File: config.mk
export PLATFORM = sky130hd
export DESIGN_NAME = cursor_blink
export DESIGN_NICKNAME = d
export VERILOG_FILES = /design/src/rtl/cursor_blink_pkg.sv /design/src/rtl/cblink_timer.sv /design/src/rtl/cblink_shape.sv /design/src/rtl/cursor_blink.sv
export SDC_FILE = /design/constraint.sdc
export NUM_CORES = 1
export LEC_CHECK = 0
export BUFFER_PORTS_ARGS = -buffer_cell sky130_fd_sc_hd__buf_2
export CAP_MARGIN = 5
export CORE_MARGIN = 1
export CORE_UTILIZATION = 46
export DETAILED_ROUTE_END_ITERATION = 8
export GPL_TIMING_DRIVEN = 0
export PLACE_DENSITY = 0.62
export SLEW_MARGIN = 5
export SYNTH_ARGS = -nofsm -noshare
export SYNTH_HDL_FRONTEND = slang
export SYNTH_HIERARCHICAL = 1
export SYNTH_SLANG_ARGS = --single-unit
File: constraint.sdc
create_clock -name clk -period 2.7 [get_ports clk]
set_input_delay 0.135 -clock clk [delete_from_list [all_inputs] [get_ports clk]]
set_output_delay 0.135 -clock clk [all_outputs]
set_load 0.005 [all_outputs]
File: src/rtl/cursor_blink_pkg.sv
package cursor_blink_pkg;

  localparam int ROW_W = 5;

  // half of the blink period in milliseconds
  function automatic int half_blink_ms(input int frame_hz, input int toggles);
    return (1000 * 2 * toggles / frame_hz) / 2;
  endfunction

  // row window test: inclusive first..last, clipped by the cell height
  function automatic logic row_in_window(
    input logic [ROW_W-1:0] first_row,
    input logic [ROW_W-1:0] last_row,
    input logic [ROW_W:0]   height,
    input logic [ROW_W-1:0] row
  );
    logic order_ok, first_ok, row_ok, in_span;
    order_ok = (first_row <= last_row);
    first_ok = ({1'b0, first_row} < height);
    row_ok   = ({1'b0, row} < height);
    in_span  = (row >= first_row) && (row <= last_row);
    return order_ok && first_ok && row_ok && in_span;
  endfunction

endpackage

File: src/rtl/cblink_timer.sv
module cblink_timer #(
  parameter int TIME_W  = 32,
  parameter int HALF_MS = 266
) (
  input  logic clk,
  input  logic rst_n,
  input  logic ms_tick,
  input  logic graphic_mode,
  output logic phase
);
  localparam logic [TIME_W-1:0] HALF_STEP = TIME_W'(HALF_MS);

  logic [TIME_W-1:0] now_q, deadline_q;
  logic              phase_q, mode_q;
  logic              mode_flip, blink_due;

  assign mode_flip = (graphic_mode != mode_q);
  assign blink_due = !mode_flip && (now_q >= deadline_q);
  assign phase     = phase_q;

  always_ff @(posedge clk) begin
    if (!rst_n) begin
      now_q      <= '0;
      deadline_q <= '0;
      phase_q    <= 1'b0;
      mode_q     <= 1'b0;
    end else begin
      mode_q <= graphic_mode;
      if (ms_tick) now_q <= now_q + 1'b1;
      if (mode_flip) begin
        deadline_q <= now_q;
      end else if (blink_due) begin
        deadline_q <= now_q + HALF_STEP;
        phase_q    <= ~phase_q;
      end
    end
  end

  // the edge that sees a mode change leaves the phase alone
  a_r3_hold_on_flip: assert property (@(posedge clk) disable iff (!rst_n)
    mode_flip |=> $stable(phase_q));
  // no inversion before the deadline is reached
  a_r2_quiet_before_due: assert property (@(posedge clk) disable iff (!rst_n)
    !blink_due |=> $stable(phase_q));
  // the deadline never lies more than half a period ahead
  a_r2_deadline_bound: assert property (@(posedge clk) disable iff (!rst_n)
    deadline_q <= now_q + HALF_STEP);
  // the count moves only on ticks
  a_r2_count_on_tick: assert property (@(posedge clk) disable iff (!rst_n)
    !ms_tick |=> $stable(now_q));

endmodule

File: src/rtl/cblink_shape.sv
module cblink_shape
  import cursor_blink_pkg::*;
(
  input  logic [ROW_W:0]   start_field,
  input  logic [ROW_W-1:0] end_field,
  input  logic [ROW_W:0]   height,
  input  logic [ROW_W-1:0] row,
  output logic             row_hit,
  output logic             shut_off
);
  assign shut_off = start_field[ROW_W];
  assign row_hit  = !shut_off &&
                    row_in_window(start_field[ROW_W-1:0], end_field, height, row);

  // a lit row always lies inside the cell
  always_comb begin
    a_r6_row_inside_cell: assert (!row_hit || ({1'b0, row} < height));
  end

endmodule

File: src/rtl/cursor_blink.sv
module cursor_blink
  import cursor_blink_pkg::*;
#(
  parameter int ADDR_W            = 14,
  parameter int TIME_W            = 32,
  parameter int FRAME_HZ          = 60,
  parameter int TOGGLES_PER_FRAME = 16
) (
  input  logic              clk,
  input  logic              rst_n,
  input  logic              ms_tick,
  input  logic              graphic_mode,
  input  logic [ROW_W:0]    cur_start_reg,
  input  logic [ROW_W-1:0]  cur_end_reg,
  input  logic [ROW_W:0]    cell_height,
  input  logic [ROW_W-1:0]  scanline,
  input  logic [ADDR_W-1:0] cell_addr,
  input  logic [ADDR_W-1:0] cursor_addr,
  output logic              cursor_on,
  output logic              cell_redraw,
  output logic              blink_phase
);
  localparam int HALF_MS = half_blink_ms(FRAME_HZ, TOGGLES_PER_FRAME);

  logic phase_w, row_hit, shut_off, cell_match, text_mode;

  cblink_timer #(.TIME_W(TIME_W), .HALF_MS(HALF_MS)) u_timer (
    .clk          (clk),
    .rst_n        (rst_n),
    .ms_tick      (ms_tick),
    .graphic_mode (graphic_mode),
    .phase        (phase_w)
  );

  cblink_shape u_shape (
    .start_field (cur_start_reg),
    .end_field   (cur_end_reg),
    .height      (cell_height),
    .row         (scanline),
    .row_hit     (row_hit),
    .shut_off    (shut_off)
  );

  assign cell_match  = (cell_addr == cursor_addr);
  assign text_mode   = !graphic_mode;
  assign cell_redraw = cell_match && text_mode;
  assign cursor_on   = cell_redraw && phase_w && row_hit;
  assign blink_phase = phase_w;

  // disable bit wins over everything
  a_r4_off_when_disabled: assert property (@(posedge clk) disable iff (!rst_n)
    shut_off |-> !cursor_on);
  // a lit cursor implies the redraw flag and the visible phase
  a_r7_on_needs_redraw: assert property (@(posedge clk) disable iff (!rst_n)
    cursor_on |-> (cell_redraw && blink_phase));
  // graphics mode never flags a redraw
  a_r8_no_redraw_graphics: assert property (@(posedge clk) disable iff (!rst_n)
    graphic_mode |-> !cell_redraw);

endmodule

==> Word-level counts from Yosys, hierarchy flattened <==
Cells that the tools add are included.
{ "op_classes": {"addsub": 2, "muxes": 2, "n_lt_le_gt_ge": 6, "n_eq_ne": 2, "n_bitwise": 2, "reduce_logical": 14} }
{ "ops": {"columns": ["cell", "n"], "rows": [
  ["32-bit two-way mux", 2],
  ["32-bit by 1-bit adder with 32-bit output (second input constant)", 1],
  ["32-bit by 9-bit adder with 32-bit output (second input constant)", 1],
  ["32-bit >= comparator", 1],
  ["14-bit == test", 1],
  ["5-bit by 6-bit less-than comparator with 1-bit output", 2],
  ["5-bit <= comparator", 2],
  ["1-bit logical AND", 9],
  ["5-bit >= comparator", 1],
  ["1-bit logical NOT", 3],
  ["1-bit inverter", 2],
  ["2-bit AND reduction", 1],
  ["2-bit nonzero test", 1],
  ["1-bit inequality test", 1]
]} }
{ "totals": {"output_inout_bits": 3, "reg_bits": 66, "wordCells": 32, "input_bits": 54} }

==> Logic depth before layout (Yosys ltp) <==
Gate-level depths: netlist of run 1.
{ "depth": {"depth_word": 6, "depth_mapped": 9, "ltp_nobuf": 9} }

==> Hierarchy <==
The synthesis of run 1 kept the hierarchy.
{ "by_module_without_submodules": {"columns": ["mod", "seq_area_each_um2", "n_inst", "cells_per_inst", "area_each_um2"], "rows": [
  ["cblink_timer", 1321.3, 1, 503, 4150.2],
  ["cblink_shape", 0.0, 1, 74, 564.3],
  ["cursor_blink", 0.0, 1, 26, 196.4]
]} }

==> Least setup slack after synthesis of run 1 <==
No wires, ideal clock.
{ "synth_timing": {"kind": "reg-to-reg", "from": "reg u_timer.now_q[15]", "to": "reg u_timer.deadline_q[15]", "synth_period_minus_slack_ns": 2.282, "arrival_ns": 2.160, "path_stages_with_launch": 9, "setup_slack_ns": 0.418, "cell_sequence": "dfxtp_1 > ha_1 > nand4_1 > nor3_1 > or4b_4 > a31oi_4 > buf_4 > o21ai_0 > o311a_1"} }
{ "synth_via": {"elab_chain_cells": 3} }
{ "synth_rtl": {"columns": ["item", "line", "text"], "rows": [
  ["start: declaration", "cblink_timer.sv:13", "logic [TIME_W-1:0] now_q, deadline_q;"],
  ["start signal: assignment", "cblink_timer.sv:29", "if (ms_tick) now_q <= now_q + 1'b1;"],
  ["32-bit by 9-bit adder with 32-bit output or 32-bit >= comparator (tied branches)", "cblink_timer.sv:33, cblink_timer.sv:18", null],
  ["32-bit two-way mux or 1-bit logical AND (tied branches)", "cblink_timer.sv:32, cblink_timer.sv:18", null],
  ["32-bit two-way mux or 2-bit nonzero test (tied branches)", null, null],
  ["end signal: assignment", "cblink_timer.sv:31", "deadline_q <= now_q;"],
  ["end signal: assignment", "cblink_timer.sv:33", "deadline_q <= now_q + HALF_STEP;"],
  ["end: declaration", "cblink_timer.sv:13", null]
]} }
Several ways; a longest one is shown, not always the timed one. The select of a mux whose other input is x is not followed.
A chain may end at the register's enable or synchronous reset.

==> Final worst setup path of run 1 <==
{ "layout_timing": {"from": "reg u_timer.now_q[1]", "to": "reg u_timer.now_q[29]"} }
{ "layout_via": {"elab_chain_cells": 1} }
{ "layout_rtl": {"columns": ["item", "line"], "rows": [
  ["32-bit by 1-bit adder with 32-bit output", "cblink_timer.sv:29"]
]} }
Every way passes these cells.

==> summary.txt, run 1 <==
Outcome
  – Outcome: complete, no violations

Finish
  – Final instance area: 5610 um^2
  – Fillers: 985
  – Final #Nets: just under 800
  – Multi-input gate area: roughly 3300 um^2
  – Layout Area Growth over Synthesis: 14.4%
  – Sequential cell area: 1320 um^2
  – Ant diodes: 0
  – Layout cells sized above 1: 15.0%
  – Final core utilization: 54.3%

Setup path
  – Worst r2r src: u_timer/now_q[1]
  – Kind of critical path: flop to flop
  – R2R Path End: u_timer/now_q[29]
  – Crit-path max FO: 8
  – Reg2reg path depth: 7
  – Startpoint types: flop
  – Setup crit end kind: flop
  – Arrival time worst endpoint: 2.74 ns
  – R2R Setup Slk: ~0.15 ns
  – CP required: a little under 3 ns

Floorplan
  – Row cnt: 37
  – Die width: 105 um
  – Core ar.: about 10000 um^2
  – Die H: 105 um
  – Die Area: 11100 um^2
  – I/O pin total: 57
  – Starting Density: a little under half

Power
  – Cell internal pwr: 1.60 mW
  – PD cells: between 400 and 500 nW/um^2
  – Sw Share: 29.1%
  – Static leakage: ~2.4 nW
  – Net Switching: around 0.66 mW
  – Total chip power: roughly 2.3 mW
  – VDD IR max: 239 uV
  – Clk pwr share: 34.4%
  – Flop pwr share: 46.2%
  – Comb power frac: just under 20%

Worst hold path
  – Hold path start: graphic_mode
  – Hold depth: 2
  – Worst hold path endpoint: u_timer/mode_q
  – HP Class: primary input to flop

Clock tree
  – CTS H-tree lvls: 3
  – Clk root buf: clkbuf_8
  – Clock Latency Late Sink: 0.35 ns
  – CTS clock-pin slew for the worst setup and hold paths: 0.07 ns
  – Total CTS buffers: 9
  – CTS tree: yes
  – Clk sink count: 66
  – CTS Buffer Depth: 2

Global route
  – Pin count of the biggest net entering global routing: 11
  – GRT Residual Overflow: 0
  – Vias in the first global route: 4427
  – Initial antenna violation count: 0
  – GRT Overall Usage: 24.0%
  – First-pass GRT wire length: 21400 um

Detailed routing
  – Drt drc: 0
  – Routed len/inst: 15.8 um
  – Vias per Instance: 5.66
  – DRT iter0 DRCs: 200
  – Post-DRT Antenna Nets: 0
  – First-pass DRT Iterations: 5
  – DR vias: between 4000 and 5000
  – DRT Wirelength: 12900 um

Synthesis
  – Synthesized area: 4900 um^2
  – Syn_area_per_cell: about 8.1 um^2
  – Gate Count Post-Synth: 602
  – Synth warn: 6
  – Syn Nets: 713

Flow run
  – MaxCap Viol Count: 0

STA
  – Pins Over Slew Limit: 0
  – F_max: 393 MHz
  – RSZ-0062 raised after global routing: no
  – Final setup margin: 0.155 ns
  – Tcrit/Tclk final: a little over nine tenths
  – Final TNS setup: 0 ns
  – Slew HR: between 40% and 50%
  – Setup Skew: 0.0171 ns
  – Final min period: 2.55 ns
  – Final setup fails: 0
  – Final-report hold violation count: 0
  – Slew @ Worst Pin: 0.874 ns

Placement
  – Gpl congestion: between 0.8 and 0.9
  – Pre-CTS WS: -0.192 ns
  – DP Area: about 5300 um^2
  – Post-DP HPWL: between 9000 and 10000 um
  – I/O Buffers: 55
-- cells in the final DEF (no fill, tap or decap), drive strengths merged, types with 5 or more instances in the layout --
master and count:
nand4 20, o2111ai 6, inv 57, and2 6, ha 57, a21oi 26
or3 7, clkbuf 35, buf 70, o311a 22, nor2 51, o21ai 43
nor3 22, xor2 23, and3 9, mux2i 5, dfxtp 66, nand2 33
nand3 14, o211ai 6, xnor2 44, a31oi 5, nand2b 5
-- critical path: stages (launching register included) --
cell and delay, ns:
dfxtp_1 0.51, ha_1 0.27, nand4_1 0.16, nor3_1 0.71, nand3_1 0.25, nor3_1 0.29, xnor2_1 0.15, nor2_1 0.06
-- sequential cells by signal, indices dropped and copies added, names as in the netlist --
signal and count:
u_timer/phase 1, u_timer/mode_q 1, u_timer/deadline_q 32, u_timer/now_q 32
-- final cells by class --
cell class	count	share of cell area (%)
repair buffers	61	5.71
clock inverters	2	0.223
plain buffers	32	2.70
flip-flops and latches	66	23.6
well taps	136	3.03
multi-input cells	448	58.0
clock buffers	12	2.94
inverters	57	3.81
-- per-layer routing --
metal / global-route usage, % / wire length (um) / vias to the layer above
li1: - / - / 2294
met1: 30.3 / 5870 / 2193
met2: 42.1 / 6220 / 95
met3: 3.71 / 538 / 22
met4: 7.14 / 235 / 0
met5: 0 / 0 / -
-- worst max-delay path by stage --
| stage | from | end |
|---|---|---|
| 2_1_floorplan | u_timer/now_q[15] | u_timer/deadline_q[15] |
| 3_3_place_gp | u_timer/now_q[15] | u_timer/deadline_q[15] |
| 3_5_place_dp | u_timer/now_q[15] | u_timer/deadline_q[15] |
| 4_1_cts | u_timer/now_q[15] | u_timer/deadline_q[30] |
| 5_1_grt | u_timer/now_q[19] | u_timer/deadline_q[4] |
| 6_report | u_timer/now_q[1] | u_timer/now_q[29] |
-- power by group through the flow --
stage | registers [mW] | logic (mW) | clock network (mW)
final | 1.04 | 0.439 | 0.775
after floorplan | 1.05 | 0.284 | 0
after detailed placement | 1.06 | 0.422 | 0
after CTS | 1.04 | 0.438 | 0.789
after global placement | 1.06 | 0.406 | 0
after global routing | 1.05 | 0.492 | 0.825
-- through the flow --
step / hold slack [ns] / std cells
2_1_floorplan: 0.257 / 602
3_3_place_gp: 0.436 / 793
3_5_place_dp: 0.439 / 793
4_1_cts: 0.0924 / 812
5_1_grt: 0.0946 / 814
6_report: 0.0973 / 814
-- repair_timing --
item / in CTS / in global routing
setup endpoints to repair: 31 / 31
gates resized for setup: 2 / 11
hold buffers: 0 / 0
cloned: 1 / 0
pin swaps: 1 / 2
buffers inserted: 4 / 2
Note: power is estimated with default switching activity, not from simulation.
==> inputs of run 2 (changes only) <==
--- a/config.mk
+++ b/config.mk
@@ -15,5 +15,4 @@
 export SLEW_MARGIN = 5
 export SYNTH_ARGS = -nofsm -noshare
 export SYNTH_HDL_FRONTEND = slang
-export SYNTH_HIERARCHICAL = 1
 export SYNTH_SLANG_ARGS = --single-unit
==> run 2 against run 1 <==
Against the previous run: cell area increased by 0.80%; via count down 9.1%; critical path depth grew 3; largest power group unchanged; register-to-register slack worse by 0.097 ns.
==> summary.txt, run 2 <==
Outcome
  – Outcome: complete, no violations

Clock tree
  – Clk root buf: clkbuf_8
  – CTS clock-pin slew for the worst setup and hold paths: 0.07 ns
  – CTS Buffer Depth: 2
  – Total CTS buffers: 9
  – Clock Latency Late Sink: 0.35 ns
  – CTS H-tree lvls: 3
  – CTS tree: yes
  – Clk sink count: 66

Power
  – Total chip power: 2.47 mW
  – PD cells: 437 nW/um^2
  – Static leakage: 2.48 nW
  – VDD IR max: 251 uV

STA
  – Slew @ Worst Pin: between 0.8 and 0.9 ns
  – Final TNS setup: 0 ns
  – Tcrit/Tclk final: 97.9%
  – Final setup fails: 0
  – Setup Skew: 0.00992 ns
  – Final min period: 2.64 ns
  – Pins Over Slew Limit: 0
  – Final-report hold violation count: 0
  – Final setup margin: 0.0580 ns
  – RSZ-0062 raised after global routing: yes
  – F_max: approximately 380 MHz
  – Slew HR: 46.2%

Detailed routing
  – Vias per Instance: 5.20
  – DRT iter0 DRCs: 151
  – Routed len/inst: 14.8 um
  – DR vias: between 4000 and 5000
  – Post-DRT Antenna Nets: 0
  – First-pass DRT Iterations: 4
  – Drt drc: 0
  – DRT Wirelength: 11900 um

Setup path
  – CP required: 2.94 ns
  – Worst r2r src: u_timer.now_q[0]
  – Kind of critical path: flop to flop
  – R2R Setup Slk: approximately 0.058 ns
  – Setup crit end kind: flop
  – R2R Path End: u_timer.deadline_q[29]
  – Crit-path max FO: 5
  – Startpoint types: flop
  – Arrival time worst endpoint: 2.88 ns
  – Slowest cell on crit path: or4_4
  – CP Cell Sequence: inv_2 -> ha_4 -> nand2b_4 -> a2111oi_4 -> nor4b_2 -> or4_4 -> a31oi_4 -> nand2_4 -> clkbuf_16 -> mux2i_1
  – Largest stage delay, worst path: 0.57 ns
  – Reg2reg path depth: 10

Synthesis
  – Mux share of post-synthesis cell area: 6.36%
  – Syn Nets: 708
  – Post-synth ARST share: 0%
  – Share of the synthesized area in the top cell type: 27.1%
  – Register area share after synthesis: 27.1%
  – Post-Synth Adder-Cell Area: 14.6%
  – Gate Count Post-Synth: ~600
  – Syn_area_per_cell: 8.17 um^2
  – Most frequent cell after synthesis: nand2_1
  – Post-Synth Simple-Gate Area: approximately 23%
  – Cell variety after synth: 49
  – Post-synth EDFFs: 0
  – Synth Area in XOR/XNOR: 11.6%
  – Synth area leaders: dfxtp_1 (27%), ha_1 (15%), nand2_1 (6.8%)
  – Synth warn: 0
  – Dominant synthesized flop cell: dfxtp_1
  – Top cell type by total area after synthesis: dfxtp_1
  – Compound-Gate Fraction of Synth Area: 10.9%
  – Largest family of logic cells by synthesized area: simple AND/OR/NAND/NOR gates
  – Register bit total from synthesis: 66
  – Leading cell types by count after synthesis: nand2_1 (88), dfxtp_1 (66), ha_1 (57)
  – Synthesized area: 4880 um^2

Placement
  – Gpl congestion: between 0.8 and 0.9
  – Post-DP HPWL: 8960 um
  – DP Area: around 5300 um^2
  – I/O Buffers: 54
  – Pre-CTS WS: -0.218 ns

Floorplan
  – Die Area: 11000 um^2
  – Core ar.: 10300 um^2
  – I/O pin total: between 50 and 60
  – Row cnt: 37
  – Die H: 105 um
  – Starting Density: 47.3%
  – Die width: roughly 100 um

Global route
  – GRT Residual Overflow: 0
  – GRT Overall Usage: 22.6%
  – First-pass GRT wire length: slightly below 20000 um
  – Initial antenna violation count: 0
  – Vias in the first global route: slightly above 4000
  – Pin count of the biggest net entering global routing: 11

Finish
  – Ant diodes: 0
  – Layout Area Growth over Synthesis: 15.9%
  – Biggest regs: u_timer.deadline_q: 32 flops, u_timer.now_q: 32 flops
  – Final instance area: roughly 5700 um^2
  – Commonest non-fill, non-tap cell in the layout: nand2_1
  – Final core utilization: 54.8%
  – Most frequent cells in the layout: nand2_1 (88), dfxtp_1 (64), buf_2 (56), ha_1 (56), inv_1 (52)
  – Layout cells sized above 1: 13.9%
  – Final #Nets: 776
  – Fillers: between 900 and 1000

Worst hold path
  – Worst hold path endpoint: u_timer.mode_q
  – Hold depth: 2
  – HP Class: primary input to flop
  – Hold path start: graphic_mode

Flow run
  – MaxCap Viol Count: 0
run 2: timing repair:
action / CTS / global route
buffers inserted: 1 / 1
gates cloned: 0 / 1
hold buffers: 0 / 0
pin swaps: 2 / 6
setup endpoints to repair: 32 / 40
resized for setup: 11 / 6
run 2: metrics by stage:
| stage | hold slack (ns) | std cells |
|---|---|---|
| global route | 0.132 | 805 |
| global placement | 0.442 | 787 |
| detailed placement | 0.450 | 787 |
| finish | 0.112 | 805 |
| CTS | 0.119 | 803 |
| floorplan | 0.257 | 597 |
run 2: worst max path at each step:
stage	startpoint	to	slack [ns]
after floorplan	u_timer.now_q[0]	u_timer.deadline_q[0]	0.19
after global placement	u_timer.now_q[0]	u_timer.deadline_q[21]	-0.17
after detailed placement	u_timer.now_q[0]	u_timer.deadline_q[30]	-0.22
after CTS	u_timer.now_q[0]	u_timer.deadline_q[30]	0.02
after global routing	u_timer.now_q[0]	u_timer.deadline_q[27]	-0.04
final	u_timer.now_q[0]	u_timer.deadline_q[29]	0.06
run 2: power by group:
group | internal [mW] | switching, mW | leakage (nW)
clock network | 0.567 | 0.376 | 0.110
logic | 0.268 | 0.254 | 1.84
registers | 0.992 | 0.0154 | 0.534
total | 1.83 | 0.645 | 2.48
run 2: critical path: cells and delay by family, from the launching register on:
kind,cells,cell delay [ns]
muxes,1,0.11
AOI/OAI and AO/OA,2,0.63
DFF,1,0.35
and+or+nand+nor,4,0.95
buffers and inverters,2,0.26
adders and majority gates,1,0.22
run 2: logic make-up after synthesis:
logic type,count (synthesis)
adder cells (fa/ha/maj),57
AND/OR/NAND/NOR,223
XOR/XNOR,64
buffers and inverters,76
AO/OA/AOI/OAI,80
flip-flops,66
multiplexers,31
run 2: layer usage:
layer | up-vias | global-route usage (%) | wire length [um]
met1 | 1951 | 28.7 | 5450
met2 | 72 | 39.4 | 5900
met5 | - | 0 | 0
li1 | 2153 | - | -
met3 | 11 | 3.43 | 417
met4 | 0 | 6.54 | 114
run 2: final cells by class:
class / count / area, um^2 / area share, %
Sequential cell: 66 / 1330 / 23.5
Multi-Input combinational cell: 455 / 3290 / 58.2
Buffer: 23 / 138 / 2.43
Timing Repair Buffer: 57 / 314 / 5.55
Inverter: 53 / 199 / 3.52
Tap cell: 136 / 170 / 3.01
Clock buffer: 13 / 159 / 2.81
Clock inverter: 2 / 60.1 / 1.06
